**src/rtl/wrq_pkg.sv**
```systemverilog
package wrq_pkg;

   // Request codes on the processor port; both codes with bit 1 set are barriers.
   typedef enum logic [1:0] {
      OP_RD        = 2'd0,
      OP_WR        = 2'd1,
      OP_FENCE     = 2'd2,
      OP_FENCE_ALT = 2'd3
   } wrq_op_e;

   function automatic logic wrq_is_fence(input logic [1:0] op);
      return op[1];
   endfunction

endpackage

```
**src/rtl/wrq_match.sv**
```systemverilog
module wrq_match #(
   parameter int DEPTH = 4,
   parameter int WAW   = 30
) (
   input  logic [DEPTH-1:0]          ent_vld,
   input  logic [DEPTH-1:0][WAW-1:0] ent_word,
   input  logic [WAW-1:0]            look_word,
   output logic                      hit
);

   logic [DEPTH-1:0] hit_vec;

   // One word comparator per queue slot, all evaluated in parallel.
   for (genvar i = 0; i < DEPTH; i++) begin : g_cmp
      assign hit_vec[i] = ent_vld[i] && (ent_word[i] == look_word);
   end

   assign hit = |hit_vec;

endmodule

```
**src/rtl/wrq_store.sv**
```systemverilog
module wrq_store #(
   parameter int DEPTH = 4,
   parameter int AW    = 32,
   parameter int DW    = 32,
   parameter int BW    = DW / 8,
   parameter int LSB   = 2
) (
   input  logic          clk,
   input  logic          rst_n,
   input  logic          push,
   input  logic [AW-1:0] push_addr,
   input  logic [DW-1:0] push_data,
   input  logic [BW-1:0] push_be,
   input  logic          pop,
   output logic [AW-1:0] head_addr,
   output logic [DW-1:0] head_data,
   output logic [BW-1:0] head_be,
   output logic          full,
   output logic          empty,
   input  logic [AW-LSB-1:0] look_word,
   output logic          hit
);

   localparam int PW  = (DEPTH > 1) ? $clog2(DEPTH) : 1;
   localparam int CW  = $clog2(DEPTH + 1);
   localparam int WAW = AW - LSB;
   localparam bit POW2 = ((DEPTH & (DEPTH - 1)) == 0);

   logic [AW-1:0]  addr_q [DEPTH];
   logic [DW-1:0]  data_q [DEPTH];
   logic [BW-1:0]  be_q   [DEPTH];
   logic [DEPTH-1:0] vld_q;
   logic [PW-1:0]  wr_ptr, rd_ptr, wr_nxt, rd_nxt;
   logic [CW-1:0]  cnt_q;
   logic [DEPTH-1:0][WAW-1:0] word_w;

   // Pointer advance: free wrap for power-of-two depths, explicit wrap otherwise.
   if (POW2) begin : g_pow2
      assign wr_nxt = wr_ptr + 1'b1;
      assign rd_nxt = rd_ptr + 1'b1;
   end else begin : g_wrap
      assign wr_nxt = (wr_ptr == PW'(DEPTH - 1)) ? '0 : wr_ptr + 1'b1;
      assign rd_nxt = (rd_ptr == PW'(DEPTH - 1)) ? '0 : rd_ptr + 1'b1;
   end

   always_ff @(posedge clk or negedge rst_n) begin
      if (!rst_n) begin
         wr_ptr <= '0;
         rd_ptr <= '0;
         cnt_q  <= '0;
         vld_q  <= '0;
      end else begin
         if (push) begin
            vld_q[wr_ptr] <= 1'b1;
            wr_ptr        <= wr_nxt;
         end
         if (pop) begin
            vld_q[rd_ptr] <= 1'b0;
            rd_ptr        <= rd_nxt;
         end
         case ({push, pop})
            2'b10:   cnt_q <= cnt_q + 1'b1;
            2'b01:   cnt_q <= cnt_q - 1'b1;
            default: cnt_q <= cnt_q;
         endcase
      end
   end

   // Payload storage carries no reset; validity lives in vld_q.
   always_ff @(posedge clk) begin
      if (push) begin
         addr_q[wr_ptr] <= push_addr;
         data_q[wr_ptr] <= push_data;
         be_q[wr_ptr]   <= push_be;
      end
   end

   assign head_addr = addr_q[rd_ptr];
   assign head_data = data_q[rd_ptr];
   assign head_be   = be_q[rd_ptr];
   assign full      = (cnt_q == CW'(DEPTH));
   assign empty     = (cnt_q == '0);

   for (genvar i = 0; i < DEPTH; i++) begin : g_word
      assign word_w[i] = addr_q[i][AW-1:LSB];
   end

   wrq_match #(
      .DEPTH (DEPTH),
      .WAW   (WAW)
   ) u_match (
      .ent_vld   (vld_q),
      .ent_word  (word_w),
      .look_word (look_word),
      .hit       (hit)
   );

   AST_NO_OVERFLOW: assert property (@(posedge clk) disable iff (!rst_n)
      push |-> !full);
   AST_NO_UNDERFLOW: assert property (@(posedge clk) disable iff (!rst_n)
      pop |-> !empty);
   AST_VALID_COUNT: assert property (@(posedge clk) disable iff (!rst_n)
      $countones(vld_q) == int'(cnt_q));
   AST_EMPTY_NO_HIT: assert property (@(posedge clk) disable iff (!rst_n)
      empty |-> !hit);

endmodule

```
**src/rtl/wrq_arb.sv**
```systemverilog
module wrq_arb
   import wrq_pkg::*;
(
   input  logic       clk,
   input  logic       rst_n,
   input  logic       cpu_valid,
   input  logic [1:0] cpu_op,
   input  logic       cpu_serial,
   output logic       cpu_ready,
   output logic       cpu_rvalid,
   input  logic       q_empty,
   input  logic       q_full,
   input  logic       q_hit,
   output logic       push,
   output logic       pop,
   output logic       bus_valid,
   output logic       sel_rd,
   input  logic       bus_ready,
   input  logic       bus_done
);

   wrq_op_e op;
   logic    is_rd, is_wr, is_fence;
   logic    busy_q, busy_rd_q, wr_hold_q;
   logic    rd_ok, wr_go;

   assign op       = wrq_op_e'(cpu_op);
   assign is_rd    = (op == OP_RD);
   assign is_wr    = (op == OP_WR);
   assign is_fence = wrq_is_fence(cpu_op);

   // A read may use the bus when it is idle, no queued write is already
   // being offered, no queued write shares its word, and (if serialized)
   // every older write has left the queue and completed.
   always_comb begin
      rd_ok = cpu_valid && is_rd && !busy_q && !wr_hold_q && !q_hit &&
              (!cpu_serial || q_empty);
      wr_go = !busy_q && !q_empty && (wr_hold_q || !rd_ok);
   end

   assign bus_valid = rd_ok || wr_go;
   assign sel_rd    = rd_ok;
   assign pop       = wr_go && bus_ready;
   assign push      = cpu_valid && is_wr && !q_full;

   always_comb begin
      cpu_ready = 1'b0;
      if (is_rd)         cpu_ready = rd_ok && bus_ready;
      else if (is_wr)    cpu_ready = !q_full;
      else if (is_fence) cpu_ready = q_empty && !busy_q && !wr_hold_q;
   end

   always_ff @(posedge clk or negedge rst_n) begin
      if (!rst_n) begin
         busy_q    <= 1'b0;
         busy_rd_q <= 1'b0;
         wr_hold_q <= 1'b0;
      end else begin
         wr_hold_q <= wr_go && !bus_ready;
         if (bus_valid && bus_ready) begin
            busy_q    <= 1'b1;
            busy_rd_q <= rd_ok;
         end else if (bus_done) begin
            busy_q    <= 1'b0;
            busy_rd_q <= 1'b0;
         end
      end
   end

   assign cpu_rvalid = bus_done && busy_q && busy_rd_q;

   AST_ONE_OUTSTANDING: assert property (@(posedge clk) disable iff (!rst_n)
      bus_valid && bus_ready |=> !bus_valid);
   AST_REQ_HELD: assert property (@(posedge clk) disable iff (!rst_n)
      bus_valid && !bus_ready |=> bus_valid && $stable(sel_rd));
   AST_RVALID_AFTER_READ: assert property (@(posedge clk) disable iff (!rst_n)
      cpu_rvalid |=> !cpu_rvalid);

endmodule

```
**src/rtl/wrq_bypass.sv**
```systemverilog
module wrq_bypass
   import wrq_pkg::*;
#(
   parameter int DEPTH = 4,
   parameter int AW    = 32,
   parameter int DW    = 32
) (
   input  logic            clk,
   input  logic            rst_n,
   input  logic            cpu_valid,
   output logic            cpu_ready,
   input  logic [1:0]      cpu_op,
   input  logic            cpu_serial,
   input  logic [AW-1:0]   cpu_addr,
   input  logic [DW-1:0]   cpu_wdata,
   input  logic [DW/8-1:0] cpu_be,
   output logic            cpu_rvalid,
   output logic [DW-1:0]   cpu_rdata,
   output logic            bus_valid,
   input  logic            bus_ready,
   output logic            bus_write,
   output logic [AW-1:0]   bus_addr,
   output logic [DW-1:0]   bus_wdata,
   output logic [DW/8-1:0] bus_be,
   input  logic            bus_done,
   input  logic [DW-1:0]   bus_rdata
);

   localparam int BW  = DW / 8;
   localparam int LSB = $clog2(BW);

   if (DEPTH < 2) begin : g_chk_depth
      $error("wrq_bypass: DEPTH must be at least 2");
   end
   if ((DW % 8) != 0 || DW < 16) begin : g_chk_dw
      $error("wrq_bypass: DW must be a multiple of 8 and at least 16");
   end
   if (AW <= LSB) begin : g_chk_aw
      $error("wrq_bypass: AW too small for the word size");
   end

   logic          push, pop, q_full, q_empty, q_hit, sel_rd;
   logic [AW-1:0] head_addr;
   logic [DW-1:0] head_data;
   logic [BW-1:0] head_be;

   wrq_store #(
      .DEPTH (DEPTH),
      .AW    (AW),
      .DW    (DW),
      .BW    (BW),
      .LSB   (LSB)
   ) u_store (
      .clk       (clk),
      .rst_n     (rst_n),
      .push      (push),
      .push_addr (cpu_addr),
      .push_data (cpu_wdata),
      .push_be   (cpu_be),
      .pop       (pop),
      .head_addr (head_addr),
      .head_data (head_data),
      .head_be   (head_be),
      .full      (q_full),
      .empty     (q_empty),
      .look_word (cpu_addr[AW-1:LSB]),
      .hit       (q_hit)
   );

   wrq_arb u_arb (
      .clk        (clk),
      .rst_n      (rst_n),
      .cpu_valid  (cpu_valid),
      .cpu_op     (cpu_op),
      .cpu_serial (cpu_serial),
      .cpu_ready  (cpu_ready),
      .cpu_rvalid (cpu_rvalid),
      .q_empty    (q_empty),
      .q_full     (q_full),
      .q_hit      (q_hit),
      .push       (push),
      .pop        (pop),
      .bus_valid  (bus_valid),
      .sel_rd     (sel_rd),
      .bus_ready  (bus_ready),
      .bus_done   (bus_done)
   );

   // The bus carries either the waiting read or the queue head.
   assign bus_write = !sel_rd;
   assign bus_addr  = sel_rd ? cpu_addr : head_addr;
   assign bus_wdata = sel_rd ? '0 : head_data;
   assign bus_be    = sel_rd ? '1 : head_be;
   assign cpu_rdata = bus_rdata;

   AST_SERIAL_DRAINED: assert property (@(posedge clk) disable iff (!rst_n)
      bus_valid && !bus_write && cpu_serial |-> q_empty);
   AST_READ_NO_MATCH: assert property (@(posedge clk) disable iff (!rst_n)
      bus_valid && !bus_write |-> !q_hit);
   AST_FENCE_IDLE: assert property (@(posedge clk) disable iff (!rst_n)
      cpu_valid && cpu_ready && cpu_op[1] |-> q_empty && !bus_valid);
   AST_ADDR_HELD: assert property (@(posedge clk) disable iff (!rst_n)
      bus_valid && !bus_ready |=> $stable(bus_addr));
   AST_WRITE_POSTED: assert property (@(posedge clk) disable iff (!rst_n)
      cpu_valid && cpu_op == 2'd1 && !q_full |-> cpu_ready);

endmodule

```
**config.mk**
```make
export PLATFORM = sky130hd
export DESIGN_NAME = wrq_bypass
export DESIGN_NICKNAME = d
export VERILOG_FILES = /design/src/rtl/wrq_pkg.sv /design/src/rtl/wrq_match.sv /design/src/rtl/wrq_store.sv /design/src/rtl/wrq_arb.sv /design/src/rtl/wrq_bypass.sv
export SDC_FILE = /design/constraint.sdc
export NUM_CORES = 1
export LEC_CHECK = 0
export ABC_CLOCK_PERIOD_IN_PS = 6200
export BUFFER_PORTS_ARGS = -buffer_cell sky130_fd_sc_hd__clkbuf_2
export CAP_MARGIN = 25
export CORE_MARGIN = 3
export CORE_UTILIZATION = 60
export CTS_CLUSTER_DIAMETER = 40
export CTS_CLUSTER_SIZE = 28
export DETAILED_ROUTE_END_ITERATION = 8
export GPL_ROUTABILITY_DRIVEN = 0
export PLACE_DENSITY = 0.86
export SLEW_MARGIN = 20
export SYNTH_ARGS = -nofsm -noshare
export SYNTH_HDL_FRONTEND = slang
export SYNTH_SLANG_ARGS = --single-unit
```
**constraint.sdc**
```tcl
create_clock -name clk -period 6.2 [get_ports clk]
set_clock_uncertainty 0.2 [all_clocks]
set_input_delay 0.31 -clock clk [delete_from_list [all_inputs] [get_ports clk]]
set_output_delay 0.31 -clock clk [all_outputs]
set_load 0.05 [all_outputs]
```
==> impl_metrics.yaml <==
pwr:
  p_leak_nw: 5.41
  p_total_w: 0.00690
  max-vdd-ir-drop_mv: 0.409
  power_density_nw_per_um2: 444
synthesis:
  ys_types: 37
  yosys_register_bits: 286
  synth-edff-count: 272
  yosysTopAreaCellShare_pct: 63.1
  async_flop_share_pct: 4.90
  yosys_warnings: 0
  ys_seq_area_share_pct: 65.8
  syn_nets: 852
  syn_avg_cell_area_um2: 17.6
  yosysTopAreaCell: "edfxtp_1"
  syn_area_um2: 12900
  syn_inst: 734
  yosys-top-cells-count: "edfxtp_1 (272), xnor2_1 (109), mux4_2 (68)"
  yosysMostFrequentCell: "edfxtp_1"
  ys.flop_type: "edfxtp_1"
  yosys-top-cells-area: "edfxtp_1 (63%), mux4_2 (12%), xnor2_1 (7.4%)"
global_route:
  overflow: 0
  grt_pass1_vias: 7618
  antenna_found_initial: 0
  grt-busiest-layer: "met2"
  grt_pass1_wl_um: 42700
  track_usage_pct: 23.5
  met2_usage_pct: 38.6
  grtUsageMet3_pct: 5.04
  grt_max_degree: 75
  gr-usage-met1_pct: 32.1
clock_network:
  cts_tree: "done"
  clkTransAtPathRegs_ns: 0.06
  cts_sinks: 286
  htree_levels: 2
  clkLatencyLatePin_ns: 0.50
  root_buffer: "clkbuf_16"
  clock_path_buffers: 3
  cts_buffers: 35
layout:
  syn_to_final_growth_pct: 20.2
  nFillCells: 1232
  multi_input_area_um2: 3860
  antennaDiodeCount: 0
  seq_area_um2: 8520
  layout.nets: 1029
  final-instance-count-excl-fill: 1212
  drive_above_1_share_pct: 32.8
drt:
  dr.pass1.iters: 4
  viasPerCell: 5.87
  wire_per_inst_um: 22.5
  vias: 7112
  first_iter_violations: 590
  remaining_drc_errors: 0
  drtAntennaViolNets: 0
  wirelength_um: 27200
critical_path:
  cp.required_ns: 5.69
  start_kind: "input pin"
  cp-end-kind: "output pin"
  timing.setup.critical_path_class: "input pin to output pin"
  arrival_ns: 3.50
  cp_max_fo: 55
sta:
  timing.final.ws_setup_ns: 2.19
  fin_crit_ns: 4.01
  rsz0062_at_grt: "no"
  period_share_pct: 64.7
  max_slew_margin_pct: 31.0
  slew_violations: 0
  fmaxAchievable_mhz: 249
  setup_viol: 0
  tightest_slew_ns: 1.04
  hold_violations: 0
  setup_tns_ns: 0
die:
  die-height_um: 153
  dieArea_um2: 23400
  chipWidth_um: 153
  placeableCoreArea_um2: 21100
  ios: 212
  start_util_pct: 61.4
  core.rowCount: 53
placement:
  placement.io_buffers: 147
  dp_hpwl_um: 16100
  dp_cells: 1076
  dp_slack_ns: 2.53
run:
  drv_cap: 0
status:
  outcome: "completed"
worst_hold_path:
  holdCritPathClass: "input pin to async pin"
area by class of cell:
| cell class | count | area share, % |
|---|---|---|
| multi-input cells | 346 | 24.8 |
| repair buffers | 226 | 10.1 |
| clock buffers | 40 | 6.15 |
| inverters | 16 | 0.386 |
| flip-flops and latches | 286 | 54.8 |
| well taps | 275 | 2.21 |
| clock inverters | 23 | 1.54 |
cells by family (layout without fill, tap and decap cells):
family / after synthesis / in the layout / share of synthesized area, %
flops: 286 / 286 / 65.8
xor+xnor: 124 / 124 / 8.45
mux: 102 / 102 / 14.8
buf+inv: 102 / 305 / 4.52
simple gates: 95 / 95 / 4.34
compound gates: 15 / 15 / 1.06
fa+ha+maj: 10 / 10 / 1.02
per-stage QoR:
stage / util [%] / area [um^2] / hold slack [ns]
finish: 73.8 / 15600 / 0.0496
global route: 73.8 / 15600 / 0.0220
CTS: 73.6 / 15500 / 0.0114
detailed placement: 64.5 / 13600 / 0.0298
global placement: 64.3 / 13500 / 0.0324
floorplan: - / 12900 / -0.186
routing by layer:
metal	wire length, um	share of wire [%]
met1	10900	40
met2	13400	49
met3	2130	7.8
met4	827	3.0
met5	0	0
power breakdown:
group | total, W | internal [W] | switching, W
Combinational | 0.00245 | 0.000868 | 0.00158
Clock | 0.00205 | 0.00123 | 0.000820
Sequential | 0.00241 | 0.00226 | 0.000146
Total | 0.00690 | 0.00436 | 0.00255
placed cells by master (no fill, tap or decap), types with 7 or more instances in the layout:
cell	instances
xor2_1	14
nand4_1	26
ha_1	9
xnor2_1	109
nand2_1	7
mux2_1	19
nor4_1	10
dlygate4sd3_1	71
inv_1	16
dfrtp_1	12
edfxtp_1	272
mux2_2	14
and2_1	32
clkbuf_16	37
mux4_2	68
clkbuf_2	147
worst max-delay path: stages:
cell	delay, ns
dlygate4sd3_1	0.55
clkbuf_2	0.21
xnor2_1	0.26
nand4_1	0.24
nor4_1	0.35
nand4_1	0.27
nand3_4	0.35
buf_16	0.31
mux2_2	0.39
clkbuf_2	0.25
sequential cells by signal, indices dropped and copies added, names as in the netlist:
register         count
u_store.cnt_q        3
u_store.addr_q     128
u_store.vld_q        4
u_store.wr_ptr       2
u_arb.busy_q         1
u_store.be_q        16
u_arb.busy_rd_q      1
u_arb.wr_hold_q      1
u_store.rd_ptr       2
u_store.data_q     128
final timing paths:
check                                       from                    end  slack (ns)  depth (start not counted)
min reg2reg                     u_store.cnt_q[0]       u_store.cnt_q[0]        0.31                          1
min                                        rst_n        u_arb.wr_hold_q        0.05                          2
max reg2reg                u_store.addr_q[1][12]       u_store.cnt_q[2]        2.94                         11
min in group clk                    cpu_addr[15]  u_store.addr_q[0][15]        0.05                          1
max in group asynchronous                  rst_n      u_store.rd_ptr[0]        5.47                          2
max                                 cpu_addr[12]           bus_addr[12]        2.19                         10
what timing repair did:
action	4_1_cts	5_1_grt
setup buffers	0	0
hold buffers	71	0
resized for setup	0	0
endpoints found under the hold margin	283	0
No activity file was read; power rests on OpenSTA's default activity.
